[config.mk]
export PLATFORM = sky130hd
export DESIGN_NAME = gpr_dataspace
export DESIGN_NICKNAME = d
export VERILOG_FILES = /design/src/rtl/gpr_pkg.sv /design/src/rtl/gpr_array.sv /design/src/rtl/ds_decode.sv /design/src/rtl/ds_sram.sv /design/src/rtl/gpr_dataspace.sv
export SDC_FILE = /design/constraint.sdc
export NUM_CORES = 2
export LEC_CHECK = 0
export ABC_AREA = 1
export BUFFER_PORTS_ARGS = -buffer_cell sky130_fd_sc_hd__buf_2
export CELL_PAD_IN_SITES_DETAIL_PLACEMENT = 2
export CELL_PAD_IN_SITES_GLOBAL_PLACEMENT = 2
export CORE_UTILIZATION = 35
export CTS_CLUSTER_DIAMETER = 100
export DETAILED_ROUTE_END_ITERATION = 8
export GPL_TIMING_DRIVEN = 0
export PLACE_DENSITY = 0.79
export SYNTH_ARGS = -nofsm -noshare
export SYNTH_HDL_FRONTEND = slang
export SYNTH_HIERARCHICAL = 1
export SYNTH_SLANG_ARGS = --single-unit
export TNS_END_PERCENT = 5
[constraint.sdc]
create_clock -name clk -period 6.55 [get_ports clk]
set_input_delay 1.965 -clock clk [delete_from_list [all_inputs] [get_ports clk]]
set_output_delay 1.965 -clock clk [all_outputs]
set_load 0.02 [all_outputs]
[src/rtl/gpr_pkg.sv]
// Package: shared encodings for the register file and its data-space decode.
// Assumes: 2-bit pointer select and pointer action codes as listed in the brief.
package gpr_pkg;
    typedef enum logic [1:0] {PSEL_X = 2'd0, PSEL_Y = 2'd1, PSEL_Z = 2'd2, PSEL_NONE = 2'd3} ptr_sel_e;
    typedef enum logic [1:0] {POP_NONE = 2'd0, POP_INC = 2'd1, POP_DEC = 2'd2, POP_RSV = 2'd3} ptr_op_e;
    typedef enum logic [1:0] {RGN_REG, RGN_IO, RGN_RAM, RGN_NONE} ds_region_e;
endpackage

[src/rtl/gpr_array.sv]
// Module: gpr_array
// Register array with two operand read ports, an ALU write port, a data-space
// read/write port and an in-place 16-bit pointer update on the top six entries.
// Assumes: NREG >= 6; write priority is ALU, then pointer update, then data space.
module gpr_array
    import gpr_pkg::*;
#(
    parameter int DW   = 8,
    parameter int NREG = 32,
    localparam int IW  = $clog2(NREG),
    localparam int PW  = 2 * DW
) (
    input  logic          clk,
    input  logic          rst_n,
    input  logic [IW-1:0] ra_idx,
    output logic [DW-1:0] ra_data,
    input  logic [IW-1:0] rb_idx,
    output logic [DW-1:0] rb_data,
    input  logic          alu_we,
    input  logic [IW-1:0] alu_idx,
    input  logic [DW-1:0] alu_d,
    input  logic          ds_we,
    input  logic [IW-1:0] ds_idx,
    input  logic [DW-1:0] ds_d,
    output logic [DW-1:0] ds_q,
    input  logic [1:0]    psel,
    input  logic [1:0]    pop,
    output logic [PW-1:0] px,
    output logic [PW-1:0] py,
    output logic [PW-1:0] pz
);
    localparam int XLO = NREG - 6;

    logic [DW-1:0] mem [NREG];
    logic [DW-1:0] nxt [NREG];
    logic [IW-1:0] lo_idx;
    logic [PW-1:0] pair_old;
    logic [PW-1:0] pair_new;
    logic          p_act;

    // Read ports: combinational, so a same-cycle write is not yet visible.
    assign ra_data = mem[ra_idx];
    assign rb_data = mem[rb_idx];
    assign ds_q    = mem[ds_idx];

    // Pointer views of the top six registers.
    assign px = {mem[XLO+1], mem[XLO]};
    assign py = {mem[XLO+3], mem[XLO+2]};
    assign pz = {mem[XLO+5], mem[XLO+4]};

    // Pointer update: select the pair and form its incremented or decremented value.
    always_comb begin
        lo_idx   = IW'(XLO + 2 * int'(psel));
        pair_old = {mem[lo_idx + IW'(1)], mem[lo_idx]};
        p_act    = (ptr_sel_e'(psel) != PSEL_NONE) &&
                   ((ptr_op_e'(pop) == POP_INC) || (ptr_op_e'(pop) == POP_DEC));
        pair_new = (ptr_op_e'(pop) == POP_INC) ? pair_old + PW'(1) : pair_old - PW'(1);
    end

    // Next-state merge, lowest priority first so later writes win.
    always_comb begin
        nxt = mem;
        if (ds_we) nxt[ds_idx] = ds_d;
        if (p_act) begin
            nxt[lo_idx]          = pair_new[DW-1:0];
            nxt[lo_idx + IW'(1)] = pair_new[PW-1:DW];
        end
        if (alu_we) nxt[alu_idx] = alu_d;
    end

    // State register with synchronous clear.
    always_ff @(posedge clk) begin
        if (!rst_n) mem <= '{default: '0};
        else        mem <= nxt;
    end


    alu_wr_chk: assert property (@(posedge clk) disable iff (!rst_n)
        alu_we |=> (mem[$past(alu_idx)] == $past(alu_d)));


    alu_over_ds_chk: assert property (@(posedge clk) disable iff (!rst_n)
        (alu_we && ds_we && alu_idx == ds_idx) |=> (mem[$past(alu_idx)] == $past(alu_d)));


    x_postinc_chk: assert property (@(posedge clk) disable iff (!rst_n)
        (psel == 2'd0 && pop == 2'd1 && !alu_we) |=> (px == $past(px) + PW'(1)));


    z_predec_chk: assert property (@(posedge clk) disable iff (!rst_n)
        (psel == 2'd2 && pop == 2'd2 && !alu_we) |=> (pz == $past(pz) - PW'(1)));


    rst_clear_chk: assert property (@(posedge clk)
        !rst_n |=> (px == '0 && py == '0 && pz == '0));
endmodule

[src/rtl/ds_decode.sv]
// Module: ds_decode
// Splits a data-space address into register, peripheral-window, SRAM or
// unmapped regions and produces the per-region strobes and local offsets.
// Assumes: regions are stacked registers, window, SRAM from address zero upward.
module ds_decode
    import gpr_pkg::*;
#(
    parameter int AW         = 8,
    parameter int NREG       = 32,
    parameter int IO_DEPTH   = 64,
    parameter int SRAM_DEPTH = 128,
    localparam int IW        = $clog2(NREG),
    localparam int IOW       = $clog2(IO_DEPTH),
    localparam int SW        = $clog2(SRAM_DEPTH)
) (
    input  logic           clk,
    input  logic           rst_n,
    input  logic [AW-1:0]  addr,
    input  logic           re,
    input  logic           we,
    output ds_region_e     rgn,
    output logic           reg_we,
    output logic [IW-1:0]  reg_idx,
    output logic           io_re,
    output logic           io_we,
    output logic [IOW-1:0] io_off,
    output logic           ram_we,
    output logic [SW-1:0]  ram_idx
);
    localparam int IO_BASE  = NREG;
    localparam int RAM_BASE = IO_BASE + IO_DEPTH;
    localparam int RAM_END  = RAM_BASE + SRAM_DEPTH;

    logic [AW-1:0] io_rel;
    logic [AW-1:0] ram_rel;

    // Region classification by address range.
    always_comb begin
        if (int'(addr) < IO_BASE)       rgn = RGN_REG;
        else if (int'(addr) < RAM_BASE) rgn = RGN_IO;
        else if (int'(addr) < RAM_END)  rgn = RGN_RAM;
        else                            rgn = RGN_NONE;
    end

    // Offsets within each region and qualified strobes.
    always_comb begin
        io_rel  = addr - AW'(IO_BASE);
        ram_rel = addr - AW'(RAM_BASE);
        reg_idx = addr[IW-1:0];
        io_off  = io_rel[IOW-1:0];
        ram_idx = ram_rel[SW-1:0];
        reg_we  = we && (rgn == RGN_REG);
        io_we   = we && (rgn == RGN_IO);
        io_re   = re && (rgn == RGN_IO);
        ram_we  = we && (rgn == RGN_RAM);
    end


    one_target_chk: assert property (@(posedge clk) disable iff (!rst_n)
        $onehot0({reg_we, io_we, ram_we}));
endmodule

[src/rtl/ds_sram.sv]
// Module: ds_sram
// Byte-wide data SRAM with combinational read and synchronous write.
// Assumes: contents are cleared by reset so reads are defined from the start.
module ds_sram #(
    parameter int DW    = 8,
    parameter int DEPTH = 128,
    localparam int SW   = $clog2(DEPTH)
) (
    input  logic          clk,
    input  logic          rst_n,
    input  logic          we,
    input  logic [SW-1:0] idx,
    input  logic [DW-1:0] wd,
    output logic [DW-1:0] rd
);
    logic [DW-1:0] mem [DEPTH];

    // Read path.
    assign rd = mem[idx];

    // Write path with synchronous clear.
    always_ff @(posedge clk) begin
        if (!rst_n)  mem <= '{default: '0};
        else if (we) mem[idx] <= wd;
    end


    ram_wr_chk: assert property (@(posedge clk) disable iff (!rst_n)
        we |=> (mem[$past(idx)] == $past(wd)));
endmodule

[src/rtl/gpr_dataspace.sv]
// Module: gpr_dataspace (top)
// Register file with operand ports, pointer outputs and update, plus a unified
// data-space port covering registers, a peripheral window and a data SRAM.
// Assumes: the caller holds ds_re/ds_we low when no access is wanted.
module gpr_dataspace
    import gpr_pkg::*;
#(
    parameter int DW         = 8,
    parameter int AW         = 8,
    parameter int NREG       = 32,
    parameter int IO_DEPTH   = 64,
    parameter int SRAM_DEPTH = 128,
    localparam int IW        = $clog2(NREG),
    localparam int IOW       = $clog2(IO_DEPTH),
    localparam int SW        = $clog2(SRAM_DEPTH),
    localparam int PW        = 2 * DW
) (
    input  logic           clk,
    input  logic           rst_n,
    input  logic [IW-1:0]  rd_a_sel,
    output logic [DW-1:0]  rd_a_data,
    input  logic [IW-1:0]  rd_b_sel,
    output logic [DW-1:0]  rd_b_data,
    input  logic           alu_we,
    input  logic [IW-1:0]  alu_wsel,
    input  logic [DW-1:0]  alu_wdata,
    input  logic [1:0]     ptr_sel,
    input  logic [1:0]     ptr_op,
    output logic [PW-1:0]  ptr_x,
    output logic [PW-1:0]  ptr_y,
    output logic [PW-1:0]  ptr_z,
    output logic [PW-1:0]  const_addr,
    input  logic           ds_re,
    input  logic           ds_we,
    input  logic [AW-1:0]  ds_addr,
    input  logic [DW-1:0]  ds_wdata,
    output logic [DW-1:0]  ds_rdata,
    output logic           io_re,
    output logic           io_we,
    output logic [IOW-1:0] io_addr,
    output logic [DW-1:0]  io_wdata,
    input  logic [DW-1:0]  io_rdata
);
    localparam int RAM_END = NREG + IO_DEPTH + SRAM_DEPTH;

    ds_region_e     rgn;
    logic           reg_we, ram_we;
    logic [IW-1:0]  reg_idx;
    logic [SW-1:0]  ram_idx;
    logic [DW-1:0]  reg_q, ram_q;

    ds_decode #(.AW(AW), .NREG(NREG), .IO_DEPTH(IO_DEPTH), .SRAM_DEPTH(SRAM_DEPTH)) u_dec (
        .clk(clk), .rst_n(rst_n), .addr(ds_addr), .re(ds_re), .we(ds_we), .rgn(rgn),
        .reg_we(reg_we), .reg_idx(reg_idx), .io_re(io_re), .io_we(io_we),
        .io_off(io_addr), .ram_we(ram_we), .ram_idx(ram_idx)
    );

    gpr_array #(.DW(DW), .NREG(NREG)) u_gpr (
        .clk(clk), .rst_n(rst_n),
        .ra_idx(rd_a_sel), .ra_data(rd_a_data), .rb_idx(rd_b_sel), .rb_data(rd_b_data),
        .alu_we(alu_we), .alu_idx(alu_wsel), .alu_d(alu_wdata),
        .ds_we(reg_we), .ds_idx(reg_idx), .ds_d(ds_wdata), .ds_q(reg_q),
        .psel(ptr_sel), .pop(ptr_op), .px(ptr_x), .py(ptr_y), .pz(ptr_z)
    );

    ds_sram #(.DW(DW), .DEPTH(SRAM_DEPTH)) u_ram (
        .clk(clk), .rst_n(rst_n), .we(ram_we), .idx(ram_idx), .wd(ds_wdata), .rd(ram_q)
    );

    assign const_addr = ptr_z;
    assign io_wdata   = ds_wdata;

    // Read-data steering by region; idle or unmapped reads give zero.
    always_comb begin
        ds_rdata = '0;
        if (ds_re) begin
            unique case (rgn)
                RGN_REG: ds_rdata = reg_q;
                RGN_IO:  ds_rdata = io_rdata;
                RGN_RAM: ds_rdata = ram_q;
                default: ds_rdata = '0;
            endcase
        end
    end


    unmapped_zero_chk: assert property (@(posedge clk) disable iff (!rst_n)
        (ds_re && int'(ds_addr) >= RAM_END) |-> (ds_rdata == '0 && !io_re));


    io_strobe_chk: assert property (@(posedge clk) disable iff (!rst_n)
        io_we |-> (ds_we && io_wdata == ds_wdata));
endmodule

==> impl_metrics.tcl <==
set metrics [dict create \
    status "complete, but fails checks" \
    failing_checks "capacitance limit, slew limit, setup timing" \
    critical_r2r_launch "u_gpr/pz[11]" \
    rsz0062_at_grt "true" \
    grt_pass1_wl_um 698000 \
    mostFrequentLayoutCell "sky130_fd_sc_hd__nand2_1" \
    clk_root_buffer_cell "sky130_fd_sc_hd__clkbuf_16" \
    finalSetupViolations 21 \
    worst_setup_hold_path_clk_slew_ns 0.05 \
    min_delay_src "u_ram/mem[278]" \
    route.detailed.wl_per_inst_um 35.9 \
    finalClockSkew_ns 0.0440 \
    finish.instance_area_um2 80800 \
    mappedNetlistArea_um2 69800 \
    ant_nets 0 \
    placement.cell_area_um2 74000 \
    timing.critical_path.from "ds_addr[1]" \
    cell_count_after_placement 14000 \
    num_rows 163 \
    cts_tree "done" \
    period_share_pct 106 \
    edff_count_synth 0 \
    timing.final.hold_violations 0 \
    fp.coreArea_um2 198000 \
    synth-seq-cells 1280 \
    synthCells 11200 \
    die_width_um 449 \
    synth_cell_type_count 52 \
    via_count_of_the_first_global_routing_pass 92200 \
    number_of_buffers_inserted_during_clock_tree_synthesis 153 \
    grt_antenna_before_repair 72 \
    drt_iter0_markers 11400 \
    path_max_fanout 10 \
    totalWireLength_um 514000 \
    worst_slew_margin_rel_pct -20.5 \
    design.portCount 160 \
    timing.setup.critical_path_class "input pin to output port" \
    cellLeakagePower_nw 35.6 \
    drive_gt1_share_pct 10.8 \
    tightest_slew_ns 1.81 \
    timing.hold.worst.class "flop to flop" \
    timing.final.ws_setup_ns -0.373 \
    synth_ff_type "sky130_fd_sc_hd__dfxtp_1" \
    post-route-min-period_ns 6.92 \
    startpoint_type "input pin" \
    critPathCaptureType "output port" \
    syn_area_per_cell_um2 6.23 \
    die_area_um2 201000 \
    async_reset_ff_share_pct 0 \
    post_drt_via_cell_ratio 6.30 \
    area.growth.synth_to_final_pct 15.8 \
    drt_pre_antenna_iters 9 \
    finalSetupTns_ns -2.52 \
    final-max-slew-violation-count 198 \
    critical_path_arrival_ns 4.96 \
    final_cell_count_no_fill 14300 \
    clock_tree_buf_depth 3 \
    design.final.nets 11600 \
    clock_latency_ns 0.84 \
    cts-htree-levels 4 \
    synth_warnings 6 \
    clock_sink_count 1280 \
    grt_start_max_net_pins 17 \
    die_h_um 449 \
    cp_data_required_time_ns 4.59 \
    p_per_area_nw_per_um2 248 \
    route.detailed.drc 0 \
    number_of_max_cap_violations 21 \
    global_route.usage.total_pct 48.2 \
    clock.fmax_mhz 144 \
    start_util_pct 35.3 \
    syn-num-nets 11300 \
    power.ir.vdd_worst_mv 0.340 \
    synth_seq_area_share_pct 36.7 \
    layout_common_cells "sky130_fd_sc_hd__nand2_1, sky130_fd_sc_hd__nor2_1, sky130_fd_sc_hd__o21ai_0, sky130_fd_sc_hd__dfxtp_1, sky130_fd_sc_hd__a21oi_1" \
    place.gp.congestion 1.09 \
    post-dp-hpwl_um 361000 \
    port-buffer-count 143 \
    vias 90200 \
    grt_overflow_total 0 \
]
path summary, 6_finish.rpt:
check	end	slack, ns	cells after the start
worst max register to register	u_gpr/mem[246]	2.60	12
worst max-delay path	ds_rdata[7]	-0.37	19
worst min register to register	u_ram/mem[278]	0.47	2
worst min-delay path	u_ram/mem[278]	0.47	2
per-stage QoR:
step	setup slack (ns)	util, %	power [mW]	hold slack (ns)
final	-0.373	40.9	20.1	0.469
after global placement	-1.89	37.3	10.6	0.439
after global routing	-0.283	40.8	20.3	0.473
after CTS	-0.0657	40.6	19.8	0.457
after floorplan	0.928	-	9.29	0.429
after detailed placement	-1.88	37.4	10.7	0.448
state kept, by name, indices dropped and copies added, names as in the netlist:
signal and cells:
u_gpr/mem 208, u_ram/mem 1024, u_gpr/pz 16, u_gpr/px 16, u_gpr/py 16
Yosys cell counts (34+ instances only):
| library cell | instances | share of area [%] |
|---|---|---|
| sky130_fd_sc_hd__o22ai_1 | 35 | 0.31 |
| sky130_fd_sc_hd__a221oi_1 | 102 | 1.3 |
| sky130_fd_sc_hd__nor2_4 | 81 | 1.3 |
| sky130_fd_sc_hd__a31oi_1 | 34 | 0.30 |
| sky130_fd_sc_hd__clkbuf_1 | 489 | 2.6 |
| sky130_fd_sc_hd__nand3_1 | 136 | 0.98 |
| sky130_fd_sc_hd__buf_2 | 127 | 0.91 |
| sky130_fd_sc_hd__dfxtp_1 | 1280 | 37 |
| sky130_fd_sc_hd__inv_1 | 413 | 2.2 |
| sky130_fd_sc_hd__o21ai_0 | 1605 | 12 |
| sky130_fd_sc_hd__buf_1 | 88 | 0.47 |
| sky130_fd_sc_hd__a22oi_1 | 82 | 0.88 |
| sky130_fd_sc_hd__buf_4 | 94 | 1.0 |
| sky130_fd_sc_hd__nand2_1 | 3163 | 17 |
| sky130_fd_sc_hd__nor2_2 | 37 | 0.33 |
| sky130_fd_sc_hd__o211ai_1 | 151 | 1.6 |
| sky130_fd_sc_hd__a21oi_1 | 557 | 4.0 |
| sky130_fd_sc_hd__nor2_1 | 2311 | 12 |
| sky130_fd_sc_hd__inv_2 | 148 | 0.80 |
critical path, stage by stage:
cell	delay [ns]
sky130_fd_sc_hd__buf_4	0.10
sky130_fd_sc_hd__buf_12	0.17
sky130_fd_sc_hd__buf_8	0.28
sky130_fd_sc_hd__clkbuf_4	0.37
sky130_fd_sc_hd__nand2_1	0.17
sky130_fd_sc_hd__nand2_1	0.12
sky130_fd_sc_hd__nand2_1	0.07
sky130_fd_sc_hd__nand2_1	0.36
sky130_fd_sc_hd__nand2_1	0.16
sky130_fd_sc_hd__nand2_2	0.22
sky130_fd_sc_hd__nor2_1	0.07
sky130_fd_sc_hd__nor2_1	0.13
sky130_fd_sc_hd__nor2_2	0.08
sky130_fd_sc_hd__nand2_1	0.07
sky130_fd_sc_hd__nand3_1	0.08
sky130_fd_sc_hd__nand3_1	0.12
sky130_fd_sc_hd__nand2_2	0.12
sky130_fd_sc_hd__inv_1	0.07
sky130_fd_sc_hd__buf_2	0.16
layout make-up:
| cell class | count | area [µm²] |
|---|---|---|
| inverter | 592 | 2260 |
| multi-input combinational | 8521 | 38700 |
| timing repair buffer | 156 | 948 |
| sequential | 1280 | 25600 |
| fill | 24200 | 117000 |
| buffer | 809 | 4630 |
| tap | 2640 | 3300 |
| clock buffer | 220 | 4470 |
| clock inverter | 48 | 709 |
| antenna | 57 | 143 |
layer usage:
metal  global-route usage (%)  vias up  wire length [µm]
li1                         -    36800                 -
met1                     61.2    45700            201000
met2                     70.7     5959            214000
met3                     14.4     1693             60800
met4                     30.9       26             37800
met5                        0        -               173
cells by family after synthesis:
| group | count (synthesis) | synth area share, % |
|---|---|---|
| simple gates | 5834 | 33.4 |
| compound gates | 2657 | 20.9 |
| buf+inv | 1403 | 8.46 |
| flops | 1280 | 36.7 |
| fa+ha+maj | 22 | 0.405 |
| xor+xnor | 8 | 0.100 |
report_power, final:
| part | switching [mW] | leakage [nW] | internal [mW] |
|---|---|---|---|
| clock network | 4.02 | 2.55 | 5.17 |
| logic | 2.29 | 22.8 | 0.581 |
| registers | 0.163 | 10.3 | 7.84 |
| total | 6.47 | 35.6 | 13.6 |
repair_timing:
action,CTS,global route
setup buffers,3,1
gates cloned,2,0
hold buffers,0,0
endpoints found under the setup margin,29,29
gates resized for setup,429,152
pin swaps,9,10
(Power assumes the default switching activity.)
